File: src/rtl/fdm_pkg.sv
package fdm_pkg;
  typedef enum logic [1:0] {
    SLOT_IDLE    = 2'd0,
    SLOT_REFRESH = 2'd1,
    SLOT_WRITE   = 2'd2,
    SLOT_READ    = 2'd3
  } slot_t;
endpackage

File: src/rtl/fdm_wr_port.sv
module fdm_wr_port #(
  parameter int W    = 8,
  parameter int BLK  = 20,
  parameter int NBLK = 8
) (
  input  logic              clk,
  input  logic              rst_n,
  input  logic              wr_rst,
  input  logic              wr_valid,
  input  logic [W-1:0]      wr_data,
  output logic              wr_ready,
  output logic              commit_req,
  output logic [$clog2(NBLK)-1:0] commit_row,
  output logic [W*BLK-1:0]  commit_data,
  input  logic              commit_ack
);
  localparam int OW   = $clog2(BLK);
  localparam int RW   = $clog2(NBLK);
  localparam int ROWB = W * BLK;

  logic [OW-1:0]   woff;
  logic [RW-1:0]   wrow;
  logic [W-1:0]    fbuf [BLK];
  logic            h_vld, h_due, p_vld;
  logic [RW-1:0]   h_row, p_row;
  logic [ROWB-1:0] h_data, p_data, full_row;
  logic            last, fire;

  assign last     = (woff == OW'(BLK - 1));
  assign wr_ready = !wr_rst && !(last && h_vld && p_vld);
  assign fire     = wr_valid && wr_ready;

  // the completed row: staged words plus the word arriving now
  always_comb begin
    full_row = '0;
    for (int i = 0; i < BLK; i++)
      full_row[i*W +: W] = (OW'(i) == woff) ? wr_data : fbuf[i];
  end

  always_ff @(posedge clk)
    if (fire) fbuf[woff] <= wr_data;

  always_ff @(posedge clk or negedge rst_n) begin
    if (!rst_n) begin
      woff  <= '0;
      wrow  <= '0;
      h_vld <= 1'b0;
      h_due <= 1'b0;
      p_vld <= 1'b0;
    end else begin
      if (commit_ack) p_vld <= 1'b0;
      if (wr_rst) begin
        woff <= '0;
        wrow <= '0;
        if (h_vld) h_due <= 1'b1;
      end else if (fire && last) begin
        woff   <= '0;
        wrow   <= (wrow == RW'(NBLK - 1)) ? '0 : wrow + RW'(1);
        h_vld  <= 1'b1;
        h_due  <= 1'b0;
        h_row  <= wrow;
        h_data <= full_row;
        if (h_vld) begin
          p_vld  <= 1'b1;
          p_row  <= h_row;
          p_data <= h_data;
        end
      end else if (fire) begin
        woff <= woff + OW'(1);
      end
      // held block released by a reset-write once the pending stage is free
      if (!(fire && last) && h_vld && h_due && !p_vld) begin
        p_vld  <= 1'b1;
        p_row  <= h_row;
        p_data <= h_data;
        h_vld  <= 1'b0;
        h_due  <= 1'b0;
      end
    end
  end

  assign commit_req  = p_vld;
  assign commit_row  = p_row;
  assign commit_data = p_data;
endmodule

File: src/rtl/fdm_rd_port.sv
module fdm_rd_port #(
  parameter int W    = 8,
  parameter int BLK  = 20,
  parameter int NBLK = 8
) (
  input  logic              clk,
  input  logic              rst_n,
  input  logic              rd_rst,
  input  logic              rd_ready,
  output logic              rd_valid,
  output logic [W-1:0]      rd_data,
  output logic              load_req,
  output logic [$clog2(NBLK)-1:0] load_row,
  input  logic              load_ack,
  input  logic [W*BLK-1:0]  load_data
);
  localparam int OW   = $clog2(BLK);
  localparam int RW   = $clog2(NBLK);
  localparam int ROWB = W * BLK;

  logic [OW-1:0]   roff;
  logic [RW-1:0]   rrow, rb_row;
  logic            rb_vld;
  logic [ROWB-1:0] rbuf;
  logic            fire;

  assign rd_valid = rb_vld && (rb_row == rrow);
  assign load_req = !rd_valid;
  assign load_row = rrow;
  assign fire     = rd_valid && rd_ready && !rd_rst;

  always_comb begin
    rd_data = '0;
    for (int i = 0; i < BLK; i++)
      if (OW'(i) == roff) rd_data = rbuf[i*W +: W];
  end

  always_ff @(posedge clk or negedge rst_n) begin
    if (!rst_n) begin
      roff   <= '0;
      rrow   <= '0;
      rb_vld <= 1'b0;
      rb_row <= '0;
    end else if (rd_rst) begin
      roff   <= '0;
      rrow   <= '0;
      rb_vld <= 1'b0;
    end else begin
      if (load_ack) begin
        rb_vld <= 1'b1;
        rb_row <= rrow;
        rbuf   <= load_data;
      end
      if (fire) begin
        if (roff == OW'(BLK - 1)) begin
          roff <= '0;
          rrow <= (rrow == RW'(NBLK - 1)) ? '0 : rrow + RW'(1);
        end else begin
          roff <= roff + OW'(1);
        end
      end
    end
  end
endmodule

File: src/rtl/fdm_refresh.sv
module fdm_refresh #(
  parameter int NBLK       = 8,
  parameter int REF_PERIOD = 64,
  parameter int REF_SLACK  = 8
) (
  input  logic                    clk,
  input  logic                    rst_n,
  input  logic                    ref_ack,
  output logic                    ref_req,
  output logic                    ref_urgent,
  output logic [$clog2(NBLK)-1:0] ref_row
);
  localparam int CW = $clog2(REF_PERIOD);
  localparam int AW = $clog2(REF_SLACK + 1);
  localparam int RW = $clog2(NBLK);

  logic [CW-1:0] cnt;
  logic [AW-1:0] age;
  logic          pend, tick;

  assign tick       = (cnt == CW'(REF_PERIOD - 1));
  assign ref_req    = pend;
  assign ref_urgent = pend && (age == AW'(REF_SLACK));

  always_ff @(posedge clk or negedge rst_n) begin
    if (!rst_n) begin
      cnt     <= '0;
      age     <= '0;
      pend    <= 1'b0;
      ref_row <= '0;
    end else begin
      cnt <= tick ? '0 : cnt + CW'(1);
      if (ref_ack) begin
        pend    <= 1'b0;
        ref_row <= (ref_row == RW'(NBLK - 1)) ? '0 : ref_row + RW'(1);
      end else if (pend && age != AW'(REF_SLACK)) begin
        age <= age + AW'(1);
      end
      if (tick) begin
        pend <= 1'b1;
        age  <= '0;
      end
    end
  end
endmodule

File: src/rtl/fdm_arbiter.sv
module fdm_arbiter
  import fdm_pkg::*;
(
  input  logic  ref_urgent,
  input  logic  ref_req,
  input  logic  wr_req,
  input  logic  rd_req,
  output slot_t slot,
  output logic  ref_ack,
  output logic  wr_ack,
  output logic  rd_ack
);
  always_comb begin
    if (ref_urgent)   slot = SLOT_REFRESH;
    else if (wr_req)  slot = SLOT_WRITE;
    else if (rd_req)  slot = SLOT_READ;
    else if (ref_req) slot = SLOT_REFRESH;
    else              slot = SLOT_IDLE;
  end

  assign ref_ack = (slot == SLOT_REFRESH);
  assign wr_ack  = (slot == SLOT_WRITE);
  assign rd_ack  = (slot == SLOT_READ);
endmodule

File: src/rtl/field_delay_mem.sv
module field_delay_mem
  import fdm_pkg::*;
#(
  parameter int W          = 8,
  parameter int BLK        = 20,
  parameter int NBLK       = 8,
  parameter int REF_PERIOD = 64,
  parameter int REF_SLACK  = 8
) (
  input  logic                    clk,
  input  logic                    rst_n,
  input  logic                    wr_rst,
  input  logic                    wr_valid,
  output logic                    wr_ready,
  input  logic [W-1:0]            wr_data,
  input  logic                    rd_rst,
  output logic                    rd_valid,
  input  logic                    rd_ready,
  output logic [W-1:0]            rd_data,
  output logic [1:0]              grant,
  output logic [$clog2(NBLK)-1:0] ref_row
);
  localparam int RW   = $clog2(NBLK);
  localparam int ROWB = W * BLK;

  logic            commit_req, commit_ack;
  logic [RW-1:0]   commit_row;
  logic [ROWB-1:0] commit_data;
  logic            load_req, load_ack;
  logic [RW-1:0]   load_row;
  logic [ROWB-1:0] load_data;
  logic            ref_req, ref_urgent, ref_ack;
  slot_t           slot;

  logic [ROWB-1:0] cells [NBLK];

  always_ff @(posedge clk)
    if (commit_ack) cells[commit_row] <= commit_data;

  assign load_data = cells[load_row];
  assign grant     = slot;

  fdm_wr_port #(.W(W), .BLK(BLK), .NBLK(NBLK)) u_wr (
    .clk(clk), .rst_n(rst_n), .wr_rst(wr_rst), .wr_valid(wr_valid),
    .wr_data(wr_data), .wr_ready(wr_ready), .commit_req(commit_req),
    .commit_row(commit_row), .commit_data(commit_data), .commit_ack(commit_ack)
  );

  fdm_rd_port #(.W(W), .BLK(BLK), .NBLK(NBLK)) u_rd (
    .clk(clk), .rst_n(rst_n), .rd_rst(rd_rst), .rd_ready(rd_ready),
    .rd_valid(rd_valid), .rd_data(rd_data), .load_req(load_req),
    .load_row(load_row), .load_ack(load_ack), .load_data(load_data)
  );

  fdm_refresh #(.NBLK(NBLK), .REF_PERIOD(REF_PERIOD), .REF_SLACK(REF_SLACK)) u_ref (
    .clk(clk), .rst_n(rst_n), .ref_ack(ref_ack), .ref_req(ref_req),
    .ref_urgent(ref_urgent), .ref_row(ref_row)
  );

  fdm_arbiter u_arb (
    .ref_urgent(ref_urgent), .ref_req(ref_req), .wr_req(commit_req),
    .rd_req(load_req), .slot(slot), .ref_ack(ref_ack), .wr_ack(commit_ack),
    .rd_ack(load_ack)
  );
endmodule

File: config.mk
export PLATFORM = sky130hd
export DESIGN_NAME = field_delay_mem
export DESIGN_NICKNAME = d
export VERILOG_FILES = /design/src/rtl/fdm_pkg.sv /design/src/rtl/fdm_wr_port.sv /design/src/rtl/fdm_rd_port.sv /design/src/rtl/fdm_refresh.sv /design/src/rtl/fdm_arbiter.sv /design/src/rtl/field_delay_mem.sv
export SDC_FILE = /design/constraint.sdc
export NUM_CORES = 1
export LEC_CHECK = 0
export BUFFER_PORTS_ARGS = -buffer_cell sky130_fd_sc_hd__buf_2
export CAP_MARGIN = 0
export CORE_MARGIN = 2
export CORE_UTILIZATION = 43
export CTS_CLUSTER_DIAMETER = 60
export DETAILED_ROUTE_END_ITERATION = 7
export PLACE_DENSITY_LB_ADDON = 0.15
export SYNTH_ARGS = -nofsm -noshare
export SYNTH_HDL_FRONTEND = slang
export SYNTH_HIERARCHICAL = 1
export SYNTH_SLANG_ARGS = --single-unit
export TNS_END_PERCENT = 5
File: constraint.sdc
create_clock -name clk -period 13.85 [get_ports clk]
set_clock_uncertainty 0.1 [all_clocks]
set_input_delay 2.0775 -clock clk [delete_from_list [all_inputs] [get_ports clk]]
set_output_delay 2.0775 -clock clk [all_outputs]
set_load 0.005 [all_outputs]
# After elaboration in Yosys (flattened, before gate mapping)
# Memory sizes are Yosys's and may differ from the RTL's. A register that Yosys moved wholly into a read port is not among the register bits.
# Cells that the tools add are included.
[totals]
register_bits = 203
ram_bits = 1440
in_bits = 14
wordCells = 168
mem_count = 2
[memory_table]
columns = ["memory", "words", "width", "read_ports", "rd_ports_with_merged_regs", "wr", "line", "source"]
rows = [
  ["cells", 8, 160, 1, 1, 1, "field_delay_mem.sv:35", "logic [ROWB-1:0] cells [NBLK];"],
  ["u_wr.fbuf", 20, 8, 20, 20, 1, "fdm_wr_port.sv:23", "logic [W-1:0] fbuf [BLK];"],
]
[op_classes]
add_sub_neg = 7
n_eq_ne = 34
muxes = 70
bitwise_logic = 2
reduce_logical = 37
[ops]
columns = ["cell", "count"]
rows = [
  ["$mux 160", 4],
  ["$mux 8", 20],
  ["$eq 4x5->1 const A", 8],
  ["$mux 3", 12],
  ["$mux 5", 6],
  ["$mux 1", 21],
  ["$eq 3x5->1 const A", 4],
  ["$eq 5x5->1 const A", 4],
  ["$reduce_bool 2->1", 8],
  ["$logic_and 1x1->1", 13],
  ["$mux 4", 3],
  ["$add 5x1->5 const B", 2],
  ["$eq 2x5->1 const A", 2],
  ["$eq 5x5->1 const B", 2],
  ["$reduce_and 2->1", 5],
  ["$add 3x1->3 const B", 3],
  ["$eq 3x3->1 const B", 3],
  ["$add 6x1->6 const B", 1],
  ["$eq 6x6->1 const B", 1],
  ["$mux 2", 3],
  ["$mux 6", 1],
  ["$reduce_and 3->1", 2],
  ["$reduce_bool 3->1", 2],
  ["$eq 1x5->1 const A", 1],
  ["12 further kinds", 19],
]

# Depth between registers and ports, before layout
# Gate-level depths: netlist of the first run.
[logic_depth]
ltp_word = 21
mapped_depth = 12

# By module
# Netlist of the first run, hierarchy kept.
[by_module_without_submodules]
columns = ["module", "instances", "cells_each", "area_per_inst_um2"]
rows = [
  ["field_delay_mem", 1, 1863, 49125.9],
  ["fdm_wr_port", 1, 619, 15740.1],
  ["fdm_rd_port", 1, 602, 7692.4],
  ["fdm_refresh", 1, 59, 659.4],
  ["fdm_arbiter", 1, 7, 40.0],
]

# Worst setup path before layout of the first run
# OpenSTA, ideal clock, no wires.
[synth_path]
path_kind = "input to register"
startpoint = "in wr_rst"
endpoint = "reg u_wr.p_data[0] (netlist: u_wr/commit_data[0]) (enable)"
arrival_ps = 13901
required_time_ps = 12864
path_slack_ps = -1037
path_stages = 4
path_cell_list = "or4b_4 -> buf_6 -> o21a_1 -> nor3_1"
[synth_via]
elab_chain_len = 10
word_cells_on_any_way = 12
cone_classes = "1 x eq/ne; 11 x reduce/logical"
[synth_lines]
columns = ["element", "line", "source"]
rows = [
  ["from (decl)", "field_delay_mem.sv:12", "input logic wr_rst,"],
  ["$logic_not 1->1", "fdm_wr_port.sv:30", "assign wr_ready = !wr_rst && !(last && h_vld && p_vld);"],
  ["$logic_and 1x1->1", "fdm_wr_port.sv:30", ""],
  ["$logic_and 1x1->1", "fdm_wr_port.sv:31", "assign fire = wr_valid && wr_ready;"],
  ["$logic_and 1x1->1", "fdm_wr_port.sv:56, fdm_wr_port.sv:72", ""],
  ["$logic_not 1->1", "fdm_wr_port.sv:72", "if (!(fire && last) && h_vld && h_due && !p_vld) begin"],
  ["$logic_and 1x1->1 (3 in series)", "fdm_wr_port.sv:72", ""],
  ["$ne 2x1->1 (no line) / $reduce_bool 2->1 (equally long branches)", "n/a", ""],
  ["$reduce_and 4->1 (no line) (*)", "n/a", ""],
  ["to (signal assigned)", "fdm_wr_port.sv:66", "p_data <= h_data;"],
  ["to (signal assigned)", "fdm_wr_port.sv:75", "p_data <= h_data;"],
  ["to (decl)", "fdm_wr_port.sv:26", "logic [ROWB-1:0] h_data, p_data, full_row;"],
]
# Mark *: on every way between the ends. The rest lies on a longest branch, timed or not.
# A chain may end at the register's enable or synchronous reset.

# Worst setup path after layout of the first run
[layout_path]
startpoint = "reg u_rd.roff[0]"
endpoint = "out rd_data[3]"
[layout_via]
elab_chain_len = 21
word_cells_on_any_way = 40
cone_classes = "19 x eq/ne; 20 x mux; 1 x reduce/logical"
[layout_lines]
columns = ["element", "line", "source"]
rows = [
  ["from (decl)", "fdm_rd_port.sv:21", "logic [OW-1:0] roff;"],
  ["from (signal assigned)", "fdm_rd_port.sv:59", "roff <= roff + OW'(1);"],
  ["$logic_not 5->1", "fdm_rd_port.sv:35", "if (OW'(i) == roff) rd_data = rbuf[i*W +: W];"],
  ["$mux 8 (19 in series)", "fdm_rd_port.sv:35", ""],
  ["$mux 8 (*)", "fdm_rd_port.sv:35", ""],
  ["to (decl)", "field_delay_mem.sv:19", "output logic [W-1:0] rd_data,"],
]
# Marks and branches as above.

==> results of run 1 <==
sequential cells by signal, indices dropped and copies added, names as in the netlist, 3 cells and up:
name	cells
u_ref/age	4
u_ref/ref_row	3
u_wr/wrow	3
u_wr/h_row	3
u_rd/roff	5
u_wr/woff	5
u_rd/load_row	3
u_wr/commit_data	160
u_wr/fbuf	160
u_rd/rb_row	3
u_rd/rbuf	160
u_wr/commit_row	3
u_ref/cnt	6
cells	1280
u_wr/h_data	160
Yosys cell counts, types with 6 or more instances:
library cell	count
inv_1	29
nand2_1	65
edfxtp_1	1926
nor2b_1	19
buf_8	28
nor3_1	10
buf_1	12
mux4_2	84
ha_1	18
nor2_1	85
mux2i_1	8
mux4_1	236
clkbuf_1	69
a21oi_1	50
mux2_2	192
buf_6	6
o21ai_0	42
a22oi_1	6
a31oi_1	9
a211oi_1	6
buf_2	12
a221oi_1	9
nand4_1	7
nand3_1	21
o22ai_1	13
buf_4	6
nand3b_1	9
dfrtp_1	37
nand2b_1	15
worst max-delay path by stage:
stage	from	endpoint	slack, ns
final	u_rd/roff[0]	rd_data[3]	7.17
after global routing	u_rd/roff[0]	rd_data[3]	6.88
after CTS	u_rd/roff[0]	rd_data[3]	7.08
after detailed placement	u_rd/roff[0]	rd_data[3]	8.02
after global placement	u_rd/roff[0]	rd_data[3]	8.23
after floorplan	u_ref/age[0]	cells[0][0]	0.77
final cells by class:
| class | count | area [um^2] |
|---|---|---|
| clock inverters | 134 | 1530 |
| multi-input cells | 1022 | 13500 |
| fillers | 13475 | 86600 |
| diodes | 1 | 2.50 |
| flip-flops and latches | 1963 | 58800 |
| clock buffers | 234 | 5220 |
| inverters | 29 | 109 |
| well taps | 2218 | 2780 |
| repair buffers | 97 | 758 |
power groups by stage:
stage                     registers (mW)  clock network [mW]  logic, mW
after floorplan                     6.83                   0      0.169
after global placement              6.83                   0      0.357
after detailed placement            6.83                   0      0.357
final                               6.71                5.43      0.346
after global routing                6.72                5.80      0.369
after CTS                           6.71                5.56      0.359
logic make-up after synthesis:
kind of cell             synth area share (%)
multiplexers                             14.1
AND/OR/NAND/NOR                          2.06
flip-flops                               80.2
buffers and inverters                    1.46
adder cells (fa/ha/maj)                 0.307
AO/OA/AOI/OAI                            1.76
XOR/XNOR                               0.0956
metrics by stage:
| step | setup slack, ns | instances | utilization (%) |
|---|---|---|---|
| floorplan | 0.770 | 3150 | - |
| global placement | 8.23 | 5329 | 44.9 |
| detailed placement | 8.02 | 5329 | 44.9 |
| CTS | 7.08 | 5697 | 48.9 |
| global route | 6.88 | 5697 | 48.9 |
| finish | 7.17 | 5698 | 48.9 |
per-layer routing:
| layer | routed length, um | GRT usage [%] | vias up |
|---|---|---|---|
| li1 | - | - | 13666 |
| met1 | 76000 | 28.0 | 17547 |
| met2 | 84000 | 32.7 | 852 |
| met3 | 7980 | 2.99 | 188 |
| met4 | 2550 | 4.02 | 0 |
| met5 | 0 | 0 | - |
==> reports/metrics.yaml, run 1 <==
clkLatencyLatePin_ns: 0.85
grt_pass1_vias: 33091
htree_levels: 4
whs_ns: 0.302
grt_max_degree: 147
synth_ff_type: "edfxtp_1"
ys_top_cells_by_area: "edfxtp_1 79%, mux4_1 8.5%, mux2_2 3.0%"
floorplan.initialDensity_pct: 43.3
drv_cap: 0
r2r_cells: 10
nNetsFinal: 3346
r2r_setup_slack_ns: 9.01
p_seq_share_pct: 53.7
p_comb_share_pct: 2.8
io_pins: 29
wl_per_cell_um: 29.9
post_cts_buffers: 0
setup_viol: 0
via_per_inst: 5.66
final_common_cell: "edfxtp_1"
slowest_delay_ns: 1.11
ys_seq_elements: 1963
cts_hold_buf: 0
path_class: "flop to output port"
synthArstFlopShare_pct: 1.88
finalCritPeriodShare_pct: 48.2
ctsResizeCount: 0
first_iter_violations: 2975
power_mw: 12.5
hold_path.class: "flop to flop"
ant_nets: 0
yosysSeqAreaShare_pct: 80.2
outcome: "finished clean"
layout-drive-gt1-share_pct: 20.6
cp.buffers_inverters: 3
antenna_found_initial: 16
grt_pass1_wl_um: 243000
start_kind: "flop"
synth.distinct_cells: 86
io_buffers: 28
via_count: 32253
place.gp.congestion: 0.860
cts_buffers: 201
yosys.area.top_type: "edfxtp_1"
core_mm2: 0.169
tns_ns: 0
synth_edf_count: 1926
core.rowCount: 151
final_cell_mix: "1,926 x edfxtp_1, 236 x mux4_1, 204 x clkbuf_16"
rr_endpoint: "cells[0][88]"
crit_cells: 10
worst_pin_slew_ns: 1.25
die_height_um: 417
finalCriticalPeriod_ns: 6.68
drcViolationCount: 0
crit_required_ns: 11.67
cts_tree: "built"
synth_area_mm2: 0.0733
crit_fanout: 44
holdPathEnd: "u_wr/h_data[39]"
cpMaxStageDelayCell: "nor4bb_1"
yosys.area.top_type_share_pct: 78.9
dpl_cell_area_mm2: 0.0760
cts-root-buf: "clkbuf_16"
ir_worst_vdd_v: 0.000126
p_switching_mw: 2.58
cts.path.max_buffers: 3
crit_path_end_kind: "output port"
grt_setup_unrepaired: "no"
clock-sinks: 1963
ys_warn_count: 6
path_cells: "inv_1 > ha_2 > buf_4 > nor4bb_1 > nor2_1 > a221oi_1 > o21ai_0 > a221oi_1 > nor2_1 > buf_2"
holdCritStartpoint: "u_wr/fbuf[4][7]"
drv_slew: 0
r2r-start: "u_ref/age[0]"
synth_area_per_cell_um2: 23.3
die_x_um: 417
fmax_ghz: 0.150
synth_nets: 3182
arrival_ns: 4.50
finalWirelength_um: 171000
area_delta_synth_final_pct: 12.9
slew_headroom_pct: 15.6
fp.dieArea_mm2: 0.174
grt_util_all_layers_pct: 19.7
drtPass1Iterations: 5
p_per_area_mw_per_mm2: 151
path_clk_slew_ns: 0.06
cpLargestDelayFamily: "simple AND/OR/NAND/NOR gates"
fin_area_mm2: 0.0827
clock_power_share_pct: 43.5
hold_path_depth: 0
final_hold_viol_count: 0
dp_hpwl_um: 91100
power.share.switching_pct: 20.7
p_leak_nw: 25.9
p_int_mw: 9.90
grt.overflow.total: 0
synthCells: 3150
Note: power is estimated with default switching activity, not from simulation.
==> run 2, diff against run 1 <==
==> constraint.sdc (replaced) <==
create_clock -name clk -period 7 [get_ports clk]
set_clock_uncertainty 0.1 [all_clocks]
set_input_delay 1.05 -clock clk [delete_from_list [all_inputs] [get_ports clk]]
set_output_delay 1.05 -clock clk [all_outputs]
set_load 0.005 [all_outputs]
==> run 2 against run 1 <==
Hold slack worse by 0.096 ns. Die area did not move. Non-clock buffer count shrank 3. Sequential share of layout area barely moved. Critical endpoint is now rd_data[2]. Largest cell class unchanged.
==> reports/metrics.yaml, run 2 (synthesis results as in run 1) <==
worst_slack_ns: 1.52  # -5.65 ns
via_count: 32403  # +0.47%
core_mm2: 0.169  # unchanged
dp_hpwl_um: 90900  # -0.19%
cts-root-buf: "clkbuf_16"
grt.overflow.total: 0  # unchanged
io_buffers: 28  # unchanged
post_cts_buffers: 0  # unchanged
slew_headroom_pct: 21.3  # +5.7 points
clock-sinks: 1963  # unchanged
nNetsFinal: 3339  # -0.21%
htree_levels: 4  # unchanged
floorplan.initialDensity_pct: 43.3  # unchanged
drv_slew: 0  # unchanged
tns_ns: 0  # unchanged
p_per_area_mw_per_mm2: 297  # +97%
grt_pass1_wl_um: 243000  # -0.28%
final_hold_viol_count: 0  # unchanged
core.rowCount: 151  # unchanged
path_clk_slew_ns: 0.06  # about the same
wl_per_cell_um: 30.2  # +0.90%
hold_path.class: "primary input to async pin"
ctsResizeCount: 0  # unchanged
arrival_ns: 4.33  # -0.17 ns
ir_worst_vdd_v: 0.000234  # +86%
final_common_cell: "edfxtp_1"
start_kind: "flop"
cts_buffers: 197  # -2.0%
path_class: "flop to output port"
outcome: "finished clean"
ant_nets: 0  # unchanged
layout-drive-gt1-share_pct: 20.4  # -0.24 points
cts_tree: "built"
cts_hold_buf: 0  # unchanged
dpl_cell_area_mm2: 0.0761  # +0.18%
die_height_um: 417  # unchanged
die_x_um: 417  # unchanged
via_per_inst: 5.69  # +0.55%
finalCriticalPeriod_ns: 5.48
grt_pass1_vias: 33023  # -0.21%
crit_fanout: 43  # -2.3%
drtPass1Iterations: 5  # unchanged
p_leak_nw: 25.8  # -0.18%
area_delta_synth_final_pct: 12.9  # about the same
antenna_found_initial: 12  # -4
drcViolationCount: 0  # unchanged
grt_max_degree: 106  # -28%
io_pins: 29  # unchanged
power_mw: 24.6  # +97%
regMostFlops: "cells"
worst_pin_slew_ns: 1.18  # -0.0711 ns
crit_path_end_kind: "output port"
dpl.cell_count: 5326  # -0.056%
fp.dieArea_mm2: 0.174  # unchanged
final_cell_mix: "1,926 x edfxtp_1, 236 x mux4_1, 202 x clkbuf_16"
setup_viol: 0  # unchanged
fin_area_mm2: 0.0827  # about the same
stdcell_count: 5693  # -0.088%
place.gp.congestion: 0.874  # +1.6%
crit_required_ns: 5.85  # -5.82 ns
grt_setup_unrepaired: "no"
drv_cap: 0  # unchanged
whs_ns: 0.206  # -0.0959 ns
r2r_cells: 4  # -6
cts.path.max_buffers: 3  # unchanged
finalCritPeriodShare_pct: 78.2
finalWirelength_um: 172000  # +0.81%
grt_util_all_layers_pct: 19.8  # +0.057 points
first_iter_violations: 3207  # +7.8%
fillers: 13433  # -0.31%
clkLatencyLatePin_ns: 0.82  # -0.03 ns
dp_slack_ns: 2.39  # -5.63 ns
final_core_utilization_pct: 48.8  # about the same
fmax_ghz: 0.183
largest_register_ff_count: 1280  # unchanged
-- run 2: cell types whose count changed in the layout (fill, tap and decap cells not counted), moves of 3 or more --
cell	previous run	this run
clkinv_2	33	38
buf_4	61	46
clkinv_1	46	40
inv_16	1	4
inv_6	4	1
diode_2	1	4
clkinv_4	5	2
buf_12	8	20
clkinv_16	7	2
clkbuf_1	30	36
-- run 2: critical path, cell delays in order, from the launching register on --
cell and delay (ns):
dfrtp_1 0.45, ha_2 0.79, inv_1 0.24, nor2_1 0.16, ha_1 0.61, nor2_1 0.25, o221a_2 0.20, nand4_1 0.12
a21oi_1 0.07, o32a_1 0.44, buf_2 0.17
-- run 2: area by class of cell --
class                   instances  area [um^2]  area share (%)
well taps                    2218         2780            3.36
diodes                          4         10.0          0.0121
repair buffers                 94          886            1.07
clock buffers                 238         5190            6.28
inverters                      29          109           0.132
flip-flops and latches       1963        58800            71.1
clock inverters               125         1380            1.67
multi-input cells            1022        13600            16.4
-- run 2: routing by layer --
metal | wire length, um | global-route usage [%] | vias up
met5 | 0 | 0 | -
met4 | 2830 | 4.38 | 0
met3 | 10700 | 3.12 | 224
met2 | 85200 | 33.0 | 984
met1 | 73300 | 27.7 | 17534
li1 | - | - | 13661
-- run 2: power breakdown --
group / internal [mW] / total, mW / switching, mW
Clock: 6.19 / 10.6 / 4.37
Combinational: 0.173 / 0.695 / 0.522
Sequential: 13.1 / 13.3 / 0.164
Total: 19.5 / 24.6 / 5.06
-- run 2: path summary, 6_finish.rpt --
| kind | from | to | slack, ns |
|---|---|---|---|
| hold reg to reg | u_wr/fbuf[13][0] | u_wr/h_data[104] | 0.30 |
| min in group clk | u_wr/fbuf[13][0] | u_wr/h_data[104] | 0.30 |
| max in group asynchronous | rst_n | u_rd/load_row[1] | 6.13 |
| setup / recovery | u_rd/roff[0] | rd_data[2] | 1.52 |
| hold / removal | rst_n | u_ref/ref_row[2] | 0.21 |
| setup reg to reg | u_rd/load_row[0] | u_rd/rbuf[154] | 3.03 |
